**src/rtl/ref_pfd_pkg.sv**
```systemverilog
package ref_pfd_pkg;

    typedef enum logic [1:0] {
        PMP_NORMAL,
        PMP_HIZ,
        PMP_UP,
        PMP_DN
    } pump_mode_e;

    typedef struct packed {
        logic pump_hi;
        logic test_route;
        logic mode_b;
        logic ratio_b;
        logic ratio_a;
        logic mode_a;
        logic amp_off;
    } ctrl_word_t;

    localparam int BAND_W = 5;
    localparam int IDX_B7 = 4;
    localparam int IDX_B2 = 2;

    function automatic pump_mode_e decode_mode(input logic mode_a, input logic mode_b);
        pump_mode_e m;
        case ({mode_a, mode_b})
            2'b10:   m = PMP_NORMAL;
            2'b11:   m = PMP_HIZ;
            2'b00:   m = PMP_UP;
            default: m = PMP_DN;
        endcase
        return m;
    endfunction

endpackage

```
**src/rtl/ref_divider.sv**
```systemverilog
module ref_divider #(
    parameter int REF_LOG2 = 9
) (
    input  logic clk,
    input  logic rst_n,
    input  logic ratio_long,
    output logic ref_tick,
    output logic ref_level
);
    localparam int CW = REF_LOG2 + 1;
    localparam logic [CW-1:0] LAST_SHORT = {1'b0, {REF_LOG2{1'b1}}};
    localparam logic [CW-1:0] LAST_LONG  = {CW{1'b1}};

    typedef struct packed {
        logic [CW-1:0] cnt;
    } div_state_t;

    div_state_t st_d, st_q;
    logic [CW-1:0] last_idx;

    always_comb begin
        last_idx  = ratio_long ? LAST_LONG : LAST_SHORT;
        ref_tick  = (st_q.cnt == last_idx);
        ref_level = ratio_long ? st_q.cnt[REF_LOG2] : st_q.cnt[REF_LOG2-1];
        st_d      = st_q;
        if (ref_tick) st_d.cnt = '0;
        else          st_d.cnt = st_q.cnt + 1'b1;
    end

    always_ff @(posedge clk or negedge rst_n) begin
        if (!rst_n) st_q <= '0;
        else        st_q <= st_d;
    end

    AST_TICK_WRAP: assert property (@(posedge clk) disable iff (!rst_n)
        ref_tick |=> (st_q.cnt == '0));
    AST_SHORT_RANGE: assert property (@(posedge clk) disable iff (!rst_n)
        !ratio_long |-> (st_q.cnt <= LAST_SHORT));

endmodule

```
**src/rtl/pfd_core.sv**
```systemverilog
module pfd_core #(
    parameter int RST_DLY = 2
) (
    input  logic clk,
    input  logic rst_n,
    input  logic enable,
    input  logic ref_evt,
    input  logic div_evt,
    output logic up,
    output logic dn
);
    localparam int DW = $clog2(RST_DLY + 1);
    localparam logic [DW-1:0] HOLD_LAST = DW'(RST_DLY - 1);

    typedef struct packed {
        logic          up;
        logic          dn;
        logic [DW-1:0] hold;
    } pfd_state_t;

    pfd_state_t st_d, st_q;
    logic both, release_now;

    always_comb begin
        both        = st_q.up & st_q.dn;
        release_now = both && (st_q.hold == HOLD_LAST);
        st_d.up     = ref_evt | (st_q.up & ~release_now);
        st_d.dn     = div_evt | (st_q.dn & ~release_now);
        st_d.hold   = (both && !release_now) ? st_q.hold + 1'b1 : '0;
        if (!enable) st_d = '0;
    end

    always_ff @(posedge clk or negedge rst_n) begin
        if (!rst_n) st_q <= '0;
        else        st_q <= st_d;
    end

    assign up = st_q.up;
    assign dn = st_q.dn;

    AST_OVERLAP_RELEASE: assert property (@(posedge clk) disable iff (!rst_n)
        (enable && both && st_q.hold == HOLD_LAST && !ref_evt && !div_evt) |=> (!st_q.up && !st_q.dn));
    AST_FORCED_CLEAR: assert property (@(posedge clk) disable iff (!rst_n)
        !enable |=> (!st_q.up && !st_q.dn));

endmodule

```
**src/rtl/band_drive.sv**
```systemverilog
module band_drive
    import ref_pfd_pkg::*;
(
    input  logic              clk,
    input  logic              rst_n,
    input  logic [BAND_W-1:0] band_in,
    input  logic              test_en,
    input  logic              ref_level,
    input  logic              div_half,
    output logic [BAND_W-1:0] band_n
);
    typedef struct packed {
        logic [BAND_W-1:0] bits;
        logic              half;
    } band_state_t;

    band_state_t st_d, st_q;

    always_comb begin
        st_d.bits = band_in;
        st_d.half = div_half;
    end

    always_ff @(posedge clk or negedge rst_n) begin
        if (!rst_n) st_q <= '0;
        else        st_q <= st_d;
    end

    for (genvar i = 0; i < BAND_W; i++) begin : g_bit
        if (i == IDX_B7) begin : g_ref
            assign band_n[i] = st_q.bits[i] ? 1'b0 : (test_en ? ref_level : 1'b1);
        end else if (i == IDX_B2) begin : g_half
            assign band_n[i] = st_q.bits[i] ? 1'b0 : (test_en ? st_q.half : 1'b1);
        end else begin : g_plain
            assign band_n[i] = ~st_q.bits[i];
        end
    end

    AST_PLAIN_FOLLOW: assert property (@(posedge clk) disable iff (!rst_n)
        1'b1 |=> ({band_n[3], band_n[1], band_n[0]} == ~$past({band_in[3], band_in[1], band_in[0]})));

endmodule

```
**src/rtl/ref_pfd_ctrl.sv**
```systemverilog
module ref_pfd_ctrl
    import ref_pfd_pkg::*;
#(
    parameter int REF_LOG2 = 9,
    parameter int RST_DLY  = 2
) (
    input  logic       clk,
    input  logic       rst_n,
    input  logic       div_pulse,
    input  logic       div_half,
    input  logic [6:0] ctrl_word,
    input  logic [4:0] band_bits,
    output logic       pump_up,
    output logic       pump_dn,
    output logic       pump_hi,
    output logic       amp_off,
    output logic [4:0] band_n
);
    localparam ctrl_word_t CTRL_RESET = ctrl_word_t'(7'b0000010);

    typedef struct packed {
        ctrl_word_t ctrl;
    } top_state_t;

    top_state_t st_d, st_q;
    logic       ref_tick, ref_level, ratio_long;
    logic       det_up, det_dn;
    pump_mode_e mode;

    always_comb begin
        st_d = st_q;
        if (ref_tick) st_d.ctrl = ctrl_word_t'(ctrl_word);
    end

    always_ff @(posedge clk or negedge rst_n) begin
        if (!rst_n) st_q.ctrl <= CTRL_RESET;
        else        st_q <= st_d;
    end

    always_comb begin
        ratio_long = st_q.ctrl.ratio_a ^ st_q.ctrl.ratio_b;
        mode       = decode_mode(st_q.ctrl.mode_a, st_q.ctrl.mode_b);
        pump_hi    = st_q.ctrl.pump_hi;
        amp_off    = st_q.ctrl.amp_off;
        case (mode)
            PMP_NORMAL: begin pump_up = det_up; pump_dn = det_dn; end
            PMP_UP:     begin pump_up = 1'b1;   pump_dn = 1'b0;   end
            PMP_DN:     begin pump_up = 1'b0;   pump_dn = 1'b1;   end
            default:    begin pump_up = 1'b0;   pump_dn = 1'b0;   end
        endcase
    end

    ref_divider #(.REF_LOG2(REF_LOG2)) i_ref_divider (
        .clk        (clk),
        .rst_n      (rst_n),
        .ratio_long (ratio_long),
        .ref_tick   (ref_tick),
        .ref_level  (ref_level)
    );

    pfd_core #(.RST_DLY(RST_DLY)) i_pfd_core (
        .clk     (clk),
        .rst_n   (rst_n),
        .enable  (mode == PMP_NORMAL),
        .ref_evt (ref_tick),
        .div_evt (div_pulse),
        .up      (det_up),
        .dn      (det_dn)
    );

    band_drive i_band_drive (
        .clk       (clk),
        .rst_n     (rst_n),
        .band_in   (band_bits),
        .test_en   (st_q.ctrl.test_route),
        .ref_level (ref_level),
        .div_half  (div_half),
        .band_n    (band_n)
    );

    AST_CTRL_HOLD: assert property (@(posedge clk) disable iff (!rst_n)
        !ref_tick |=> $stable(st_q.ctrl));
    AST_PUMP_EXCLUSIVE_FORCED: assert property (@(posedge clk) disable iff (!rst_n)
        (mode != PMP_NORMAL) |-> !(pump_up && pump_dn));

endmodule

```
**config.mk**
```make
export PLATFORM = sky130hd
export DESIGN_NAME = ref_pfd_ctrl
export DESIGN_NICKNAME = d
export VERILOG_FILES = /design/src/rtl/ref_pfd_pkg.sv /design/src/rtl/ref_divider.sv /design/src/rtl/pfd_core.sv /design/src/rtl/band_drive.sv /design/src/rtl/ref_pfd_ctrl.sv
export SDC_FILE = /design/constraint.sdc
export NUM_CORES = 1
export LEC_CHECK = 0
export BUFFER_PORTS_ARGS = -buffer_cell sky130_fd_sc_hd__buf_4
export CORE_MARGIN = 2
export CORE_UTILIZATION = 56
export CTS_CLUSTER_SIZE = 40
export DETAILED_ROUTE_END_ITERATION = 12
export GPL_TIMING_DRIVEN = 0
export PLACE_DENSITY = 0.81
export SLEW_MARGIN = 20
export SYNTH_ARGS = -nofsm -noshare
export SYNTH_HDL_FRONTEND = slang
export SYNTH_HIERARCHICAL = 1
export SYNTH_SLANG_ARGS = --single-unit
export TNS_END_PERCENT = 20
```
**constraint.sdc**
```tcl
create_clock -name clk -period 4.08 [get_ports clk]
set_clock_uncertainty 0.1 [all_clocks]
set_input_delay 1.02 -clock clk [delete_from_list [all_inputs] [get_ports clk]]
set_output_delay 1.02 -clock clk [all_outputs]
set_load 0.01 [all_outputs]
```
==> summary.txt <==
Status
  • Outcome: complete, no violations

Setup path
  • CP arrival: 1.57 ns
  • CP Max Fanout: 4
  • Crit path max-delay cell type: dfrtp_1
  • Crit-path cells: xor2_1 -> nand2_1 -> o21ai_0 -> inv_1 -> a21oi_2 -> buf_4
  • CP Launch Type: flip-flop
  • Slowest stage delay, CP: 0.42 ns
  • Worst endpoint required time: 2.96 ns
  • R2r setup slk: 1.86 ns
  • CP endpoint kind: primary output
  • CP Class: reg2out

CTS
  • Setup Buffers After CTS: 0
  • CTS tree: built
  • Clock H-tree levels: 1
  • Clock Tree Buf Depth: 2
  • Worst-path clk slew: 0.15 ns
  • Cts hold-fix bufs: 0
  • Worst skew pair latency: 0.32 ns
  • Root Buffer: clkbuf_4
  • Cts bufs inserted: 3
  • Clock Sinks: 27
  • Post-CTS sizing: 0

Timing
  • Peak Freq: 0.372 GHz
  • Setup_tns: 0 ns
  • Setup slack after layout: 1.39 ns
  • Setup Viol. Count Final: 0
  • Crit share post-route: 66.0%
  • Slew margin rel.: 56.7%
  • Pins Over Slew Limit: 0
  • Crit path time final: 2.69 ns
  • RSZ-0062 raised after global routing: no
  • Fin. Hold Viols: 0
  • Worst slew pin tran: 0.648 ns

Route
  • Final wirelength: 2030 um
  • DRC violations left: 0
  • Via-to-Cell Ratio: 5.19
  • Initial DRC count: 16
  • Routed WL per cell: 12.8 um
  • Via count: 820
  • DRT Pass-1 Iters: 6
  • DRT antenna net count: 0

Floorplan
  • Initial Util: 60.5%
  • Die Ht: 50.5 um
  • Std-Cell Rows: 16
  • Core Area: 2000 um2
  • Boundary pin count: 25
  • Die area: 2550 um2
  • Chip width: 50.5 um

Logic synthesis
  • Yosys reg bits: 27
  • Synth top area share: 53.7%
  • Top cells by area, synth: dfrtp_1 (54%), mux2_4 (6.2%), ha_1 (5.2%)
  • EDFF count, synth: 0
  • Most instantiated cells after synthesis: dfrtp_1 (26), inv_1 (11), nand2_1 (7)
  • Synth Warn #: 6
  • Gate Count Post-Synth: 103
  • Netlist cell types: 32
  • Synth Net Count: 124
  • Top FF cell, synth: dfrtp_1
  • Area leader, netlist: dfrtp_1
  • Most common cell in the netlist: dfrtp_1
  • Seq/Total Area, Yosys: 55.9%
  • Avg Cell Area, Syn: 11.8 um2
  • Synth async-reset ratio: 100%
  • Synthesized area: 1210 um2

Global route
  • Global-route wire length before repair: 3500 um
  • Remaining Overflow, GRT: 0
  • Via count of the first global-routing pass: 815
  • Total GRT Usage: 18.6%
  • Initial antenna violation count: 0
  • Largest net degree at the start of global routing: 28

Final layout
  • # nets final: 153
  • Antenna cells: 0
  • Design area: 1460 um2
  • Fillers: 141
  • Share of layout cells above drive strength 1: 31.3%
  • Layout Area Growth over Synthesis: 20.1%

Power and ir drop
  • Clock power share: 28.6%
  • Switching Fraction: 22.1%
  • Combinational share of power: 5.5%
  • Worst vdd ir: 0.000282 V
  • Sw Pwr: 0.0000909 W
  • Internal Power: 0.000321 W
  • Pwr Density: 283 nW/um2
  • Leak: 0.701 nW
  • Seq pwr share: 66.0%

Placement
  • Cell Area, Placed: 1430 um2
  • Placer Congestion: 0.859
  • Worst slack at placement: 1.78 ns
  • DP Wirelength: 1520 um
  • Port Buf Inserts: 24

Flow run
  • Maxcap violations: 0

Hold path
  • HP Class: reg2reg
[final cells by class]
type	count	area (um2)	area share, %
flip-flops and latches	27	677	46.5
plain buffers	2	16.3	1.12
inverters	11	41.3	2.84
clock inverters	1	7.51	0.516
multi-input cells	63	477	32.8
clock buffers	3	22.5	1.55
well taps	27	33.8	2.32
repair buffers	24	180	12.4
[per-stage QoR]
stage / hold slack (ns) / util [%] / total power (W) / instances
after floorplan: 0.309 / - / 0.000280 / 103
after global placement: 0.319 / 71.2 / 0.000299 / 154
after detailed placement: 0.323 / 71.2 / 0.000300 / 154
after CTS: 0.344 / 72.7 / 0.000417 / 158
after global routing: 0.365 / 72.7 / 0.000430 / 158
final: 0.344 / 72.7 / 0.000412 / 158
[layout by cell type (no fill, tap or decap), types with 2 or more instances in the layout]
cell and n:
a21oi_1 2, a21oi_2 2, a31oi_1 2, buf_4 24
clkbuf_4 3, dfrtp_1 26, ha_1 5, inv_1 11
mux2_4 5, nand2_1 7, nand3_1 4, nand4_1 2
nor2_1 5, nor2b_1 2, o21ai_0 6, xnor2_1 4
xor2_1 3
[routing by layer]
| layer | share of wire, % | track usage, % | vias up | routed length, um |
|---|---|---|---|---|
| met3 | 3.4 | 3.57 | 2 | 69 |
| met5 | 0 | 0 | - | 0 |
| li1 | - | - | 408 | - |
| met1 | 45 | 22.9 | 397 | 912 |
| met4 | 0.59 | 8.11 | 0 | 12 |
| met2 | 51 | 31.8 | 13 | 1030 |
[sequential cells by signal (all words and copies together), names as in the netlist]
name and flops:
i_ref_divider/st_q 10, i_band_drive/st_q 6, st_q 5, i_pfd_core/st_q 2
amp_off 1, i_pfd_core/dn 1, i_pfd_core/up 1, pump_hi 1
[worst max-delay path: cells and delay by family (launching register included)]
family / cells / cell delay [ns]
AOI/OAI and AO/OA: 2 / 0.21
xor gates and xnor gates: 1 / 0.30
buffers and inverters: 2 / 0.19
DFF: 1 / 0.42
and+or+nand+nor: 1 / 0.12
[kinds of logic after synthesis]
group / Yosys count / synth area share (%)
AO/OA/AOI/OAI: 18 / 9.82
XOR/XNOR: 7 / 5.06
adder cells (fa/ha/maj): 5 / 5.17
buffers and inverters: 13 / 4.75
flip-flops: 27 / 55.9
multiplexers: 5 / 6.20
AND/OR/NAND/NOR: 28 / 13.1
[final timing paths]
check,depth (start not counted),to,from
setup reg to reg,5,amp_off$_DFFE_PN0P_,st_q[3]$_DFFE_PN0P_
max in group asynchronous,1,st_q[1]$_DFFE_PN1P_,rst_n
min in group asynchronous,1,i_ref_divider/st_q[3]$_DFF_PN0_,rst_n
hold / removal,1,i_pfd_core/st_q[0]$_DFF_PN0_,i_pfd_core/st_q[0]$_DFF_PN0_
setup / recovery,6,band_n[4],st_q[3]$_DFFE_PN0P_
hold reg to reg,1,i_pfd_core/st_q[0]$_DFF_PN0_,i_pfd_core/st_q[0]$_DFF_PN0_
[power groups by stage]
stage	logic [W]	clock network, W	registers (W)
global placement	0.0000226	0	0.000276
CTS	0.0000234	0.000122	0.000272
floorplan	0.00000322	0	0.000277
global route	0.0000256	0.000132	0.000272
detailed placement	0.0000234	0	0.000277
finish	0.0000226	0.000118	0.000272
No activity file was read; power rests on OpenSTA's default activity.
